==> src/rtl/eoi_trk_pkg.sv <==
package eoi_trk_pkg;

  localparam int MAX_DEST = 32;

  // number of ones in a destination vector (zero-extended to MAX_DEST)
  function automatic int unsigned pop_cnt(input logic [MAX_DEST-1:0] v);
    int unsigned n = 0;
    for (int i = 0; i < MAX_DEST; i++) n += int'(v[i]);
    return n;
  endfunction

  // limit a signed delivery result to the range 0..hi
  function automatic int clamp_cnt(input int v, input int hi);
    if (v < 0) return 0;
    if (v > hi) return hi;
    return v;
  endfunction

  // count after adding nset bits and removing nclr bits (may go negative)
  function automatic int net_cnt(input int cur, input int unsigned nset,
                                 input int unsigned nclr);
    return cur + int'(nset) - int'(nclr);
  endfunction

endpackage

==> src/rtl/eoi_ack_stage.sv <==
module eoi_ack_stage #(
  parameter int NUM_DEST = 16,
  parameter int CNT_W    = 5,
  parameter int IDX_W    = 4
) (
  input  logic                eoi_i,
  input  logic [IDX_W-1:0]    dest_i,
  input  logic [NUM_DEST-1:0] map_i,
  input  logic [CNT_W-1:0]    cnt_i,
  input  logic [NUM_DEST-1:0] rb_map_i,
  input  logic [CNT_W-1:0]    rb_cnt_i,
  output logic [NUM_DEST-1:0] map_o,
  output logic [CNT_W-1:0]    cnt_o,
  output logic                underflow_o
);
  logic hit;

  always_comb begin
    hit         = eoi_i && map_i[dest_i];
    map_o       = map_i;
    cnt_o       = cnt_i;
    underflow_o = 1'b0;
    if (hit) begin
      if (cnt_i == '0) begin
        underflow_o = 1'b1;
        map_o       = rb_map_i;
        cnt_o       = rb_cnt_i;
      end else begin
        map_o[dest_i] = 1'b0;
        cnt_o         = cnt_i - CNT_W'(1);
      end
    end
  end

  // an EOI on a clear bit passes state through
  always_comb
    if (eoi_i && !map_i[dest_i])
      p_eoi_miss_r5: assert (map_o == map_i && cnt_o == cnt_i);

endmodule

==> src/rtl/resync_stage.sv <==
module resync_stage
  import eoi_trk_pkg::*;
#(
  parameter int NUM_DEST = 16,
  parameter int CNT_W    = 5
) (
  input  logic                resync_i,
  input  logic [NUM_DEST-1:0] live_i,
  input  logic [NUM_DEST-1:0] match_i,
  input  logic [NUM_DEST-1:0] map_i,
  input  logic [CNT_W-1:0]    cnt_i,
  input  logic [NUM_DEST-1:0] rb_map_i,
  input  logic [CNT_W-1:0]    rb_cnt_i,
  output logic [NUM_DEST-1:0] map_o,
  output logic [CNT_W-1:0]    cnt_o,
  output logic                fallback_o
);
  logic [NUM_DEST-1:0] to_set, to_clr;
  int                  next_cnt;

  always_comb begin
    to_set     = live_i & match_i & ~map_i;
    to_clr     = map_i & match_i & ~live_i;
    next_cnt   = net_cnt(int'(cnt_i), pop_cnt(MAX_DEST'(to_set)),
                         pop_cnt(MAX_DEST'(to_clr)));
    map_o      = map_i;
    cnt_o      = cnt_i;
    fallback_o = 1'b0;
    if (resync_i) begin
      if (next_cnt < 0) begin
        fallback_o = 1'b1;
        map_o      = rb_map_i;
        cnt_o      = rb_cnt_i;
      end else begin
        map_o = (map_i | to_set) & ~to_clr;
        cnt_o = CNT_W'(next_cnt);
      end
    end
  end

  // destinations outside the match mask keep their bit
  always_comb
    if (resync_i && !fallback_o)
      p_unmatched_kept_r7: assert (((map_o ^ map_i) & ~match_i) == '0);

endmodule

==> src/rtl/deliver_stage.sv <==
module deliver_stage
  import eoi_trk_pkg::*;
#(
  parameter int NUM_DEST = 16,
  parameter int CNT_W    = 5
) (
  input  logic                deliver_i,
  input  logic [NUM_DEST-1:0] mask_i,
  input  logic signed [CNT_W:0] dcnt_i,
  input  logic [NUM_DEST-1:0] map_i,
  input  logic [CNT_W-1:0]    cnt_i,
  output logic [NUM_DEST-1:0] map_o,
  output logic [CNT_W-1:0]    cnt_o,
  output logic                reject_o
);
  always_comb begin
    map_o    = map_i;
    cnt_o    = cnt_i;
    reject_o = 1'b0;
    if (deliver_i) begin
      if (cnt_i != '0) begin
        reject_o = 1'b1;
      end else begin
        map_o = mask_i;
        cnt_o = CNT_W'(clamp_cnt(int'(dcnt_i), NUM_DEST));
      end
    end
  end

  // a rejected delivery leaves state untouched
  always_comb
    if (deliver_i && cnt_i != '0)
      p_reject_hold_r3: assert (map_o == map_i && cnt_o == cnt_i);

endmodule

==> src/rtl/eoi_pend_tracker.sv <==
module eoi_pend_tracker
  import eoi_trk_pkg::*;
#(
  parameter  int NUM_DEST = 16,
  localparam int CNT_W    = $clog2(NUM_DEST + 1),
  localparam int IDX_W    = $clog2(NUM_DEST)
) (
  input  logic                  clk,
  input  logic                  rst_n,
  input  logic                  deliver_i,
  input  logic [NUM_DEST-1:0]   deliver_mask_i,
  input  logic signed [CNT_W:0] deliver_cnt_i,
  input  logic                  eoi_i,
  input  logic [IDX_W-1:0]      eoi_dest_i,
  input  logic                  resync_i,
  input  logic [NUM_DEST-1:0]   live_pend_i,
  input  logic [NUM_DEST-1:0]   match_i,
  output logic                  coalesced_o,
  output logic [CNT_W-1:0]      pend_cnt_o,
  output logic [NUM_DEST-1:0]   pend_map_o,
  output logic                  deliver_err_o,
  output logic                  rebuild_o
);
  logic [NUM_DEST-1:0] map_q, rb_map, map_a, map_b, map_c;
  logic [CNT_W-1:0]    cnt_q, rb_cnt, cnt_a, cnt_b, cnt_c;
  logic                err_q, rb_q;
  // named internal events
  logic                ev_underflow, ev_fallback, ev_reject;

  assign rb_map = live_pend_i & match_i;
  assign rb_cnt = CNT_W'(pop_cnt(MAX_DEST'(rb_map)));

  eoi_ack_stage #(.NUM_DEST(NUM_DEST), .CNT_W(CNT_W), .IDX_W(IDX_W)) u_ack (
    .eoi_i(eoi_i), .dest_i(eoi_dest_i), .map_i(map_q), .cnt_i(cnt_q),
    .rb_map_i(rb_map), .rb_cnt_i(rb_cnt),
    .map_o(map_a), .cnt_o(cnt_a), .underflow_o(ev_underflow));

  resync_stage #(.NUM_DEST(NUM_DEST), .CNT_W(CNT_W)) u_rsy (
    .resync_i(resync_i), .live_i(live_pend_i), .match_i(match_i),
    .map_i(map_a), .cnt_i(cnt_a), .rb_map_i(rb_map), .rb_cnt_i(rb_cnt),
    .map_o(map_b), .cnt_o(cnt_b), .fallback_o(ev_fallback));

  deliver_stage #(.NUM_DEST(NUM_DEST), .CNT_W(CNT_W)) u_dlv (
    .deliver_i(deliver_i), .mask_i(deliver_mask_i), .dcnt_i(deliver_cnt_i),
    .map_i(map_b), .cnt_i(cnt_b),
    .map_o(map_c), .cnt_o(cnt_c), .reject_o(ev_reject));

  always_ff @(posedge clk or negedge rst_n) begin
    if (!rst_n) begin
      map_q <= '0;
      cnt_q <= '0;
      err_q <= 1'b0;
      rb_q  <= 1'b0;
    end else begin
      map_q <= map_c;
      cnt_q <= cnt_c;
      err_q <= ev_reject;
      rb_q  <= ev_underflow | ev_fallback;
    end
  end

  assign coalesced_o   = (cnt_q != '0);
  assign pend_cnt_o    = cnt_q;
  assign pend_map_o    = map_q;
  assign deliver_err_o = err_q;
  assign rebuild_o     = rb_q;

  // count never exceeds the number of destinations
  p_cnt_bound_r2: assert property (@(posedge clk) disable iff (!rst_n)
    int'(cnt_q) <= NUM_DEST);

  // a lone EOI on a set bit with count nonzero retires exactly one
  p_eoi_dec_r4: assert property (@(posedge clk) disable iff (!rst_n)
    (eoi_i && !resync_i && !deliver_i && map_q[eoi_dest_i] && cnt_q != '0)
    |=> (cnt_q == $past(cnt_q) - CNT_W'(1)) && !pend_map_o[$past(eoi_dest_i)]);

  // after a rebuild the count equals the bitmap population
  p_rebuild_pop_r6: assert property (@(posedge clk) disable iff (!rst_n)
    rebuild_o |-> int'(cnt_q) == int'(pop_cnt(MAX_DEST'(map_q))));

  // a rejection flag only follows a delivery request
  p_err_cause_r3: assert property (@(posedge clk) disable iff (!rst_n)
    deliver_err_o |-> $past(deliver_i));

  // with no request, state holds across the edge
  p_idle_hold_r11: assert property (@(posedge clk) disable iff (!rst_n)
    (!eoi_i && !resync_i && !deliver_i) |=> $stable(map_q) && $stable(cnt_q));

endmodule

==> config.mk <==
export PLATFORM = sky130hd
export DESIGN_NAME = eoi_pend_tracker
export DESIGN_NICKNAME = d
export VERILOG_FILES = /design/src/rtl/eoi_trk_pkg.sv /design/src/rtl/eoi_ack_stage.sv /design/src/rtl/resync_stage.sv /design/src/rtl/deliver_stage.sv /design/src/rtl/eoi_pend_tracker.sv
export SDC_FILE = /design/constraint.sdc
export NUM_CORES = 1
export LEC_CHECK = 0
export BUFFER_PORTS_ARGS = -buffer_cell sky130_fd_sc_hd__buf_4
export CAP_MARGIN = 10
export CORE_ASPECT_RATIO = 0.7
export CORE_MARGIN = 2
export CORE_UTILIZATION = 35
export DETAILED_ROUTE_END_ITERATION = 8
export PLACE_DENSITY = 0.64
export SETUP_SLACK_MARGIN = 0.5
export SLEW_MARGIN = 40
export SYNTH_ARGS = -nofsm -noshare
export SYNTH_HDL_FRONTEND = slang
export SYNTH_SLANG_ARGS = --single-unit
==> constraint.sdc <==
create_clock -name clk -period 9.15 [get_ports clk]
set_input_delay 0.4575 -clock clk [delete_from_list [all_inputs] [get_ports clk]]
set_output_delay 0.4575 -clock clk [all_outputs]
set_load 0.01 [all_outputs]
Word level (Yosys, flattened, before mapping)
Index checks and enable logic that the tools add are counted.

operators by class
  reductions and logical operators = 5
  bitwise logic cells = 12
  $add $sub $neg = 48
  magnitude comparators = 5
  mux-type cells = 32

operators with widths
  kind                                                                count
  adder 32 x 1 -> 32 bit                                              28
  bitwise AND 16 bit                                                  6
  two-way mux 16 bit                                                  6
  NOT 16 bit                                                          4
  adder 5 x 1 -> 5 bit                                                11
  two-way mux 5 bit                                                   9
  adder 6 x 32 -> 32 bit                                              1
  < comparator 32 x 1 -> 1 bit (second input constant)                1
  subtractor 32 bit                                                   1
  bitwise OR 16 bit                                                   1
  two-way mux 1 bit                                                   15
  nonzero test 5 bit                                                  2
  adder 1 x 1 -> 2 bit                                                3
  > comparator 6 bit (second input constant)                          1
  < comparator 6 x 1 -> 1 bit (second input constant)                 1
  adder 4 x 1 -> 5 bit                                                1
  zero test 5 bit                                                     1
  < comparator 4 x 5 -> 1 bit (second input constant)                 1
  subtractor 5 x 1 -> 5 bit (second input constant)                   1
  adder 3 x 1 -> 4 bit                                                1
  binary-select mux 1 bit (select 4 bit)                              1
  demux 1 bit (select 4 bit)                                          1
  greater-or-equal comparator 4 x 1 -> 1 bit (second input constant)  1
  adder 2 x 1 -> 3 bit                                                1
  other kinds (2)                                                     3

word-level totals
  input port bits = 63
  output and inout port bits = 24
  word-level logic and storage cells = 106
  register bits = 23

Depth between registers and ports, before layout
Gate-level depths: netlist of the first run.

  word-level depth = 40
  mapped depth = 33
  gate-level depth less buffers = 31

Modules after synthesis
Synthesis of the first run repeated with hierarchy kept, for this count alone.

second synthesis, totals
  cells, all modules = 459
  area total of the unflattened synthesis = 4055.1 um^2

modules (own cells, without submodules)
  module            area each (um^2)  instances  cells an instance  seq. area each (um^2)
  resync_stage      1894.3            1          233                0.0
  eoi_pend_tracker  1054.8            1          80                 575.6
  eoi_ack_stage     783.3             1          115                0.0
  deliver_stage     322.8             1          31                 0.0

Worst setup path before layout of the first run
No wires, ideal clock.

  path kind = input -> register
  start point = input live_pend_i[0]
  end point = register map_q[0], in the netlist pend_map_o[0]
  path buffers = 1
  arrival = 8875 ps
  library setup time = 125 ps
  stages on the path = 31
  required time = 9025 ps
  setup slack = 150 ps
  cell sequence = nand2_1 -> inv_1 -> fa_1 -> inv_1 -> fa_1 -> fa_1 -> inv_1 -> fa_1 -> ha_1 -> nand2b_1 -> a31oi_1 -> fa_1 -> fa_1 -> fa_1 -> inv_1 -> fa_1 -> fa_1 -> inv_1 -> fa_1 -> inv_1 -> ha_1 -> fa_1 -> a21o_1 -> a211oi_1 -> nor3_1 -> a211oi_1 -> a211oi_1 -> a2111oi_4 -> and4bb_4 -> buf_12 -> mux2_4

between the ends
  cells in the longest elaborated chain, start to end = 28
  elaborated cells between the ends (all ways) = 68
  classes of those cells = add/sub (47); order compare (1); mux (10); bitwise (9); reduce/logical (1)

RTL lines
  what                                  RTL line                                    text
  start: declaration                    eoi_pend_tracker.sv:16                      input logic [NUM_DEST-1:0] live_pend_i,
  bitwise AND 16 bit                    resync_stage.sv:22, eoi_pend_tracker.sv:30
  two-way mux 16 bit                    eoi_ack_stage.sv:24                         if (cnt_i == '0) begin
  two-way mux 16 bit                    eoi_ack_stage.sv:23                         if (hit) begin
  NOT 16 bit                            resync_stage.sv:22                          to_set = live_i & match_i & ~map_i;
  bitwise AND 16 bit                    resync_stage.sv:22
  adder 1 x 1 -> 2 bit                  eoi_trk_pkg.sv:8                            for (int i = 0; i < MAX_DEST; i++) n += int'(v[i]);
  adder 32 x 1 -> 32 bit (14 in a row)  eoi_trk_pkg.sv:8
  adder 6 x 32 -> 32 bit                eoi_trk_pkg.sv:22                           return cur + int'(nset) - int'(nclr);
  subtractor 32 bit                     eoi_trk_pkg.sv:22
  < comparator 32 x 1 -> 1 bit          resync_stage.sv:30                          if (next_cnt < 0) begin
  two-way mux 5 bit                     resync_stage.sv:30
  two-way mux 5 bit                     resync_stage.sv:29                          if (resync_i) begin
  nonzero test 5 bit                    -
  two-way mux 16 bit                    deliver_stage.sv:21                         if (cnt_i != '0) begin
  two-way mux 16 bit (*)                deliver_stage.sv:20                         if (deliver_i) begin
  via map_c[0]                          eoi_pend_tracker.sv:24                      logic [NUM_DEST-1:0] map_q, rb_map, map_a, map_b, map_c;
  end signal: assignment                eoi_pend_tracker.sv:55                      map_q <= map_c;
  end: declaration                      eoi_pend_tracker.sv:24

The timed path passes the listed nets; every way through them passes the cells marked *.

Worst setup path in the final report of the first run
  start point = input live_pend_i[13]
  end point = register cnt_q[3], in the netlist pend_cnt_o[3]

between the ends
  cells in the longest elaborated chain, start to end = 16
  elaborated cells between the ends (all ways) = 27
  classes of those cells = add/sub (11); order compare (1); mux (8); bitwise (6); reduce/logical (1)

RTL lines
  what                                 RTL line                                    text
  bitwise AND 16 bit                   resync_stage.sv:22, eoi_pend_tracker.sv:30
  two-way mux 16 bit                   eoi_ack_stage.sv:24
  two-way mux 16 bit                   eoi_ack_stage.sv:23
  NOT 16 bit                           resync_stage.sv:22
  bitwise AND 16 bit                   resync_stage.sv:22
  adder 32 x 1 -> 32 bit (3 in a row)  eoi_trk_pkg.sv:8
  adder 6 x 32 -> 32 bit               eoi_trk_pkg.sv:22
  subtractor 32 bit                    eoi_trk_pkg.sv:22
  < comparator 32 x 1 -> 1 bit         resync_stage.sv:30
  two-way mux 5 bit                    resync_stage.sv:30
  two-way mux 5 bit (*)                resync_stage.sv:29
  nonzero test 5 bit                   -
  two-way mux 5 bit                    deliver_stage.sv:21
  two-way mux 5 bit (*)                deliver_stage.sv:20
  via cnt_c[3]                         eoi_pend_tracker.sv:25                      logic [CNT_W-1:0] cnt_q, rb_cnt, cnt_a, cnt_b, cnt_c;
  end signal: assignment               eoi_pend_tracker.sv:56                      cnt_q <= cnt_c;
  end: declaration                     eoi_pend_tracker.sv:25

Marked as above.

==> out/qor.yml, run 1 <==
ys.flop_type: "dfrtp_1"
drive_gt1_frac: 0.349
fin_crit_ns: 9.06
clock_latency_ns: 0.26
num-nets-final: 649
synthCells: 423
hold_violations: 0
wirelength_um: 12500
dp_hpwl_um: 10200
worstReg2RegStart: "pend_map_o[3]"
skew_ns: 0.00170
n_antenna_cell: 0
cts_tree: "done"
drv_slew: 0
critPathCaptureType: "register"
synth_top_area_frac: 0.206
fp.dieArea_mm2: 0.0117
die_width_um: 128
crit_path_frequent_cell: "fa_1"
crit_arrival_ns: 9.21
drtAntennaViolNets: 0
gpl.final_weighted_congestion: 0.952
dr.pass1.iters: 5
drv_cap: 0
viasPerCell: 5.46
crit_family: "adder cells"
cts_max_level: 1
std_cell_rows: 31
pre_cts_slack_ns: -0.284
antenna_found_initial: 0
setup_slack_ns: 0.0887
grt_max_degree: 24
grt_pass1_vias: 3582
crit_path_start: "live_pend_i[13]"
synth-async-reset-ratio: 1.00
critPathSlowestCell: "fa_1"
cp_slowest_stage_delay_ns: 0.55
io_buffers: 86
numCtsBuffers: 3
fmax_mhz: 110
grtUsageTotal: 0.210
grt_pass1_wl_um: 19000
synth.most_common_cell: "inv_1"
hold_buffers: 0
ys_types: 55
yosys-top-cells-area: "fa_1 21%, dfrtp_1 15%, ha_1 8.2%, mux2_4 5.9%, inv_1 5.7%"
required_ns: 9.30
core_mm2: 0.0104
grt_overflow: 0
cp_num_buf_inv: 9
synth-seq-area-share: 0.152
cts_buffer_depth: 2
status: "finished clean"
clock_sinks: 23
drc: 0
synth_edf_count: 0
fin_hold_ws_ns: 0.0843
post-route-period-util: 0.990
avgSynthCellArea_um2: 8.97
hold_class: "input port to asynchronous set/reset pin"
ys_warn_count: 0
start_util: 0.364
cp-start-kind: "input port"
worstPathMaxFanout: 5
rsz0062_at_grt: "yes"
crit_type: "input port to register"
synth_largest_area_cell: "fa_1"
post-route-util: 0.477
r2r-end: "pend_cnt_o[3]"
crit_end: "pend_cnt_o[3]"
synthesis.nets: 550
worst_slew_pin_slew_ns: 0.859
r2r_slack_ns: 0.60
io_pins: 87
synth_seq_cells: 23
die_height_um: 91.1
cp_num_cells: 33
finalSetupViolCount: 0
slew-limit-headroom: 0.426
fin_tns_setup_ns: 0
root_buffer: "clkbuf_16"
drtIter0Drc: 264
synth_common_cells: "58 x inv_1, 39 x fa_1, 38 x o21ai_0"
routed-via-count: 3568
netlist_area_mm2: 0.00379
fillers: 1005
post_drt_wl_per_cell_um: 19.1
syn_to_final_growth_pct: 31.2
clk_pin_slew_ns: 0.06
reg2reg_depth: 28
per-layer routing:
layer / up-vias / track usage / share of wire
li1: 1668 / - / -
met1: 1713 / 0.304 / 0.45
met2: 173 / 0.316 / 0.44
met3: 14 / 0.0589 / 0.095
met4: 0 / 0.0339 / 0.016
met5: - / 0 / 0
repair_timing:
action | CTS | global route
pin swaps | 3 | 11
buffers inserted | 2 | 5
cloned | 0 | 3
setup endpoints to repair | 21 | 22
gates resized for setup | 2 | 28
through the flow:
stage | cell area [um2] | instances
after global placement | 4650 | 639
after detailed placement | 4650 | 639
after floorplan | 3840 | 423
final | 4980 | 653
after global routing | 4980 | 653
after CTS | 4770 | 645
cells by family (layout without fill, tap and decap cells):
| group | count (synthesis) | in the layout | synth area share |
|---|---|---|---|
| flops | 23 | 23 | 0.152 |
| fa+ha+maj | 64 | 64 | 0.288 |
| mux | 27 | 27 | 0.0927 |
| buf+inv | 75 | 173 | 0.0867 |
| xor+xnor | 4 | 4 | 0.00924 |
| compound gates | 109 | 109 | 0.203 |
| simple gates | 121 | 121 | 0.168 |
state kept, by name, summed over array words and instances (netlist names):
name           flops
pend_cnt_o         5
deliver_err_o      1
rebuild_o          1
pend_map_o        16
cell usage in the layout (no fill, tap or decap), types with 7 or more instances in the layout:
| cell type | Yosys | final |
|---|---|---|
| inv_2 | 1 | 8 |
| buf_4 | 0 | 102 |
| nor3b_1 | 11 | 11 |
| mux2i_1 | 7 | 7 |
| nor2_1 | 34 | 34 |
| nand2_1 | 34 | 31 |
| fa_1 | 39 | 34 |
| ha_1 | 25 | 23 |
| o21ai_0 | 38 | 36 |
| mux2_4 | 15 | 16 |
| o2bb2ai_1 | 9 | 9 |
| a21oi_1 | 9 | 8 |
| inv_1 | 58 | 51 |
| dfrtp_1 | 23 | 23 |
area by class of cell:
type | instances | area [um2] | area share
clock buffer | 4 | 78.8 | 0.0158
inverter | 59 | 221 | 0.0445
multi-input combinational | 325 | 3040 | 0.612
sequential | 23 | 576 | 0.116
tap | 132 | 165 | 0.0332
timing repair buffer | 110 | 892 | 0.179
worst min path at each step:
stage,start,to,slack [ns]
after floorplan,rst_n,deliver_err_o,0.16
after global placement,rst_n,pend_map_o[13],0.36
after detailed placement,rst_n,pend_map_o[13],0.37
after CTS,rst_n,pend_map_o[13],0.09
after global routing,rst_n,pend_map_o[2],0.10
final,rst_n,pend_map_o[11],0.08
Power of run 1 is left out: the tool's default activity adds up to more than one toggle a clock period on the data nets, which glitch-free logic cannot reach.
==> run 2, diff against run 1 <==
--- a/config.mk
+++ b/config.mk
@@ -11,9 +11,10 @@
 export CORE_MARGIN = 2
 export CORE_UTILIZATION = 35
 export DETAILED_ROUTE_END_ITERATION = 8
-export PLACE_DENSITY = 0.64
+export PLACE_DENSITY = 0.63
 export SETUP_SLACK_MARGIN = 0.5
 export SLEW_MARGIN = 40
 export SYNTH_ARGS = -nofsm -noshare
 export SYNTH_HDL_FRONTEND = slang
+export SYNTH_HIERARCHICAL = 1
 export SYNTH_SLANG_ARGS = --single-unit
==> constraint.sdc (replaced) <==
create_clock -name clk -period 9.3 [get_ports clk]
set_input_delay 0.465 -clock clk [delete_from_list [all_inputs] [get_ports clk]]
set_output_delay 0.465 -clock clk [all_outputs]
set_load 0.01 [all_outputs]
==> run 2 against run 1 <==
Effect of this change: via count grew 6.4%; core utilization is 4.0 points lower; critical path type unchanged; die area rose by 6.6%; clock-buffer cell count unchanged; largest cell class unchanged; final cell count increased by 5.1%; final area fell by 2.0%.
==> out/qor.yml, run 2 <==
status: "finished clean"
post-route-period-util: 0.910
worst_slew_pin_slew_ns: 0.561
grt_pass1_wl_um: 20200
cts_buffer_depth: 2
synth.most_common_cell: "inv_1"
num-nets-final: 657
wirelength_um: 12900
largest_reg_flops: 16
clock_latency_ns: 0.26
fp.dieArea_mm2: 0.0125
grt_max_degree: 35
drv_slew: 0
fin_tns_setup_ns: 0
cts_max_level: 1
synth_xor_area_frac: 0.00864
drive_gt1_frac: 0.242
drc: 0
dp_hpwl_um: 10900
drtAntennaViolNets: 0
hold_class: "input port to asynchronous set/reset pin"
synth_edf_count: 0
ys.flop_type: "dfrtp_1"
antenna_found_initial: 0
synthAdderAreaFrac: 0.259
synth_common_cells: "56 x inv_1, 42 x nand2_1, 40 x fa_1"
core_mm2: 0.0112
post_cts_buffers: 0
avgSynthCellArea_um2: 8.83
dr.pass1.iters: 5
synth_seq_cells: 23
synth_top_family_by_area: "adder cells"
hold_violations: 0
io_pins: 87
fillers: 1093
drv_cap: 0
worstPathMaxFanout: 22
required_ns: 9.50
dr.max_layer_used: "met4"
numCtsBuffers: 3
grt_pass1_vias: 3771
rsz0062_at_grt: "no"
crit_arrival_ns: 8.66
critPathCaptureType: "register"
fmax_mhz: 118
synthesis.nets: 582
crit_path_frequent_cell: "fa_1"
ys_warn_count: 6
std_cell_rows: 32
grt_overflow: 0
met3_length_um: 940
skew_ns: 0.00433
final_common_cell: "buf_4"
finalSetupViolCount: 0
grtUsageTotal: 0.212
root_buffer: "clkbuf_16"
crit_type: "input port to register"
synth-seq-area-share: 0.142
layout_common_cells: "93 x buf_4, 56 x inv_1, 42 x nand2_1"
cts_tree: "done"
cp-start-kind: "input port"
syn_to_final_growth_pct: 20.3
n_antenna_cell: 0
fin_crit_ns: 8.46
critPathSlowestCell: "fa_1"
cp_slowest_stage_delay_ns: 0.57
synthCells: 459
yosys.area_share.simple: 0.228
met2_length_um: 5930
start_util: 0.363
routed-via-count: 3796
die_height_um: 94.1
synth_largest_area_cell: "fa_1"
cp_num_buf_inv: 11
io_buffers: 86
synth_compound_area_frac: 0.198
crit_family: "adder cells"
clk_pin_slew_ns: 0.06
die_width_um: 133
synth-async-reset-ratio: 1.00
viasPerCell: 5.53
slew-limit-headroom: 0.625
wl_met1_um: 5880
clock_sinks: 23
synth_top_area_frac: 0.197
yosys-top-cells-area: "fa_1 20%, dfrtp_1 14%, ha_1 6.2%, inv_1 5.2%, mux2_2 4.7%"
gpl.final_weighted_congestion: 0.924
ys_types: 59
synthMuxAreaShare: 0.0722
drtIter0Drc: 239
netlist_area_mm2: 0.00406
post_drt_wl_per_cell_um: 18.8
==> run 2: changes by cell type after synthesis, sizes merged, moves of 6 or more <==
cell,change
nor2,-23
nor2b,+17
o221ai,+17
nand3b,+14
buf,+12
a22o,+11
o21ai,-11
nand3,+10
nand2,+9
nor3b,-9
a31oi,+8
and3b,+8
o2bb2ai,-7
a22oi,-6
==> run 2: metal layers <==
metal / up-vias / GRT usage
li1: 1774 / -
met1: 1847 / 0.290
met2: 157 / 0.355
met3: 18 / 0.0491
met4: 0 / 0.0233
met5: - / 0
==> run 2: through the flow <==
| stage | std cells | setup WS (ns) | hold slack [ns] | utilization | cell area, um2 |
|---|---|---|---|---|---|
| floorplan | 459 | 0.965 | 0.169 | - | 4060 |
| global placement | 682 | 0.668 | 0.376 | 0.429 | 4790 |
| detailed placement | 682 | 0.515 | 0.380 | 0.429 | 4790 |
| CTS | 686 | 0.771 | 0.0979 | 0.436 | 4870 |
| global route | 686 | 0.505 | 0.115 | 0.437 | 4880 |
| finish | 686 | 0.840 | 0.0972 | 0.437 | 4880 |
==> run 2: repair_timing <==
action / in CTS / in global routing
hold endpoints to repair: 0 / 0
hold buffers: 0 / 0
endpoints found under the setup margin: 0 / 20
resized for setup: 0 / 2
==> run 2: worst paths after layout <==
check	startpoint	end	cells after the start	slack (ns)
worst max-delay path	live_pend_i[7]	pend_cnt_o[0]	33	0.84
worst min-delay path	rst_n	pend_map_o[12]	1	0.1
worst max register to register	pend_cnt_o[1]	pend_cnt_o[0]	29	1.37
worst min register to register	pend_map_o[6]	pend_map_o[6]	4	0.94
max in group asynchronous	rst_n	pend_map_o[15]	1	8.96
min in group clk	deliver_cnt_i[1]	pend_cnt_o[1]	2	0.40
==> run 2: layout make-up <==
type                            count  area [um2]  share of cell area
Tap cell                          153         191              0.0393
Inverter                           56         210              0.0431
Timing Repair Buffer               94         709               0.145
Sequential cell                    23         576               0.118
Clock buffer                        4        78.8              0.0162
Multi-Input combinational cell    356        3110               0.638
==> run 2: cells by family after synthesis <==
kind of cell / count (synthesis)
buffers and inverters: 80
xor gates and xnor gates: 4
and+or+nand+nor: 156
DFF: 23
AOI/OAI and AO/OA: 109
adders and majority gates: 60
muxes: 27
Power of run 2 is left out for the same reason.
==> run 3, diff against run 2 <==
--- a/config.mk
+++ b/config.mk
@@ -5,13 +5,13 @@
 export SDC_FILE = /design/constraint.sdc
 export NUM_CORES = 1
 export LEC_CHECK = 0
-export BUFFER_PORTS_ARGS = -buffer_cell sky130_fd_sc_hd__buf_4
+export BUFFER_PORTS_ARGS = -buffer_cell sky130_fd_sc_hd__buf_2
 export CAP_MARGIN = 10
 export CORE_ASPECT_RATIO = 0.7
 export CORE_MARGIN = 2
-export CORE_UTILIZATION = 35
+export CORE_UTILIZATION = 30
 export DETAILED_ROUTE_END_ITERATION = 8
-export PLACE_DENSITY = 0.63
+export PLACE_DENSITY = 0.57
 export SETUP_SLACK_MARGIN = 0.5
 export SLEW_MARGIN = 40
 export SYNTH_ARGS = -nofsm -noshare
==> run 3 against run 2 <==
Effect of this change: via count is 0.18% higher; die area is 16% higher; sequential cell count is the same; critical path type unchanged; core utilization fell by 7.7 points; final cell count increased by 5.2%; clock skew is 0.0029 ns lower; sequential share of layout area up 0.33 points; clock-buffer cell count stayed put; wire length is 1.5% higher; highest routed layer unchanged; maximum frequency rose by 0.29%; worst setup slack better by 0.024 ns.
==> out/qor.yml, run 3 (synthesis results as in run 2) <==
grt_pass1_wl_um: 20100
fp.dieArea_mm2: 0.0145
worstReg2RegStart: "pend_cnt_o[0]"
std_cell_rows: 35
syn_to_final_growth_pct: 17.0
critPathCaptureType: "register"
die_height_um: 101
root_buffer: "clkbuf_16"
grtUsageMet3: 0.0421
cts_tree: "done"
wirelength_um: 13100
drv_slew: 0
cp_slowest_stage_delay_ns: 0.57
status: "finished clean"
viasPerCell: 5.27
post-route-period-util: 0.907
drc: 0
skew_ns: 0.00143
fmax_mhz: 119
io_buffers: 86
grt_pass1_vias: 3684
core_mm2: 0.0132
fin_tns_setup_ns: 0
hold_class: "input port to asynchronous set/reset pin"
gpl.final_weighted_congestion: 0.922
die_width_um: 143
required_ns: 9.50
slew-limit-headroom: 0.618
reg2reg_depth: 29
crit_type: "input port to register"
hold_violations: 0
finalSetupViolCount: 0
dp_hpwl_um: 10900
largest_reg_flops: 16
worst_slew_pin_slew_ns: 0.572
crit_arrival_ns: 8.63
r2r-end: "pend_cnt_o[1]"
clk_pin_slew_ns: 0.06
antenna_found_initial: 0
grtUsageTotal: 0.181
cts_max_level: 1
grt.busiest_layer: "met2"
clock_latency_ns: 0.26
post_drt_wl_per_cell_um: 18.1
dr.pass1.iters: 5
drv_cap: 0
num-nets-final: 661
numCtsBuffers: 3
grt_max_degree: 42
final_common_cell: "buf_2"
clock_sinks: 23
drtIter0Drc: 359
r2r_slack_ns: 1.30
start_util: 0.308
cts_buffer_depth: 2
io_pins: 87
critPathSlowestCell: "fa_1"
grt_overflow: 0
fin_crit_ns: 8.44
use_met2: 0.276
rsz0062_at_grt: "no"
use_met1: 0.265
crit_path_frequent_cell: "fa_1"
drive_gt1_frac: 0.250
hold_buffers: 0
worstPathMaxFanout: 6
layout_common_cells: "87 x buf_2, 56 x inv_1, 42 x nand2_1"
drtAntennaViolNets: 0
routed-via-count: 3803
cp-start-kind: "input port"
n_antenna_cell: 0
## run 3: per-layer routing
| layer | wire, um | up-vias |
|---|---|---|
| li1 | - | 1787 |
| met1 | 6130 | 1828 |
| met2 | 5630 | 173 |
| met3 | 1100 | 15 |
| met4 | 212 | 0 |
| met5 | 0 | - |
## run 3: worst max path at each step
stage	slack (ns)	end	start	depth (start not counted)
floorplan	0.96	pend_map_o[10]	live_pend_i[0]	31
global placement	0.62	pend_map_o[6]	live_pend_i[0]	33
global route	0.47	pend_cnt_o[1]	live_pend_i[0]	33
finish	0.86	pend_cnt_o[1]	live_pend_i[13]	33
CTS	0.74	pend_map_o[6]	live_pend_i[7]	33
detailed placement	0.48	pend_map_o[6]	live_pend_i[0]	33
## run 3: per-stage QoR
stage / utilization / std cells / worst slack [ns] / hold WS, ns / instance area (um2)
after floorplan: - / 459 / 0.965 / 0.169 / 4060
after global placement: 0.350 / 714 / 0.621 / 0.466 / 4610
after detailed placement: 0.350 / 714 / 0.482 / 0.481 / 4610
after CTS: 0.356 / 718 / 0.742 / 0.199 / 4690
after global routing: 0.360 / 722 / 0.475 / 0.220 / 4740
final: 0.360 / 722 / 0.864 / 0.183 / 4740
## run 3: critical path, delay by kind of cell
kind	cells	cell delay (ns)
compound gates	4	0.51
fa+ha+maj	12	5.10
buf+inv	11	1.02
mux	1	0.18
simple gates	5	1.36
## run 3: final cells by class
type,count,area [um2]
Sequential cell,23,576
Multi-Input combinational cell,357,3130
Clock buffer,4,78.8
Tap cell,185,231
Fill cell,1338,8440
Timing Repair Buffer,97,514
Inverter,56,210
## run 3: repair_timing
item / in CTS / in global routing
setup endpoints to repair: 0 / 20
setup buffers: 0 / 2
resized for setup: 0 / 5
Power of run 3 is left out for the same reason.
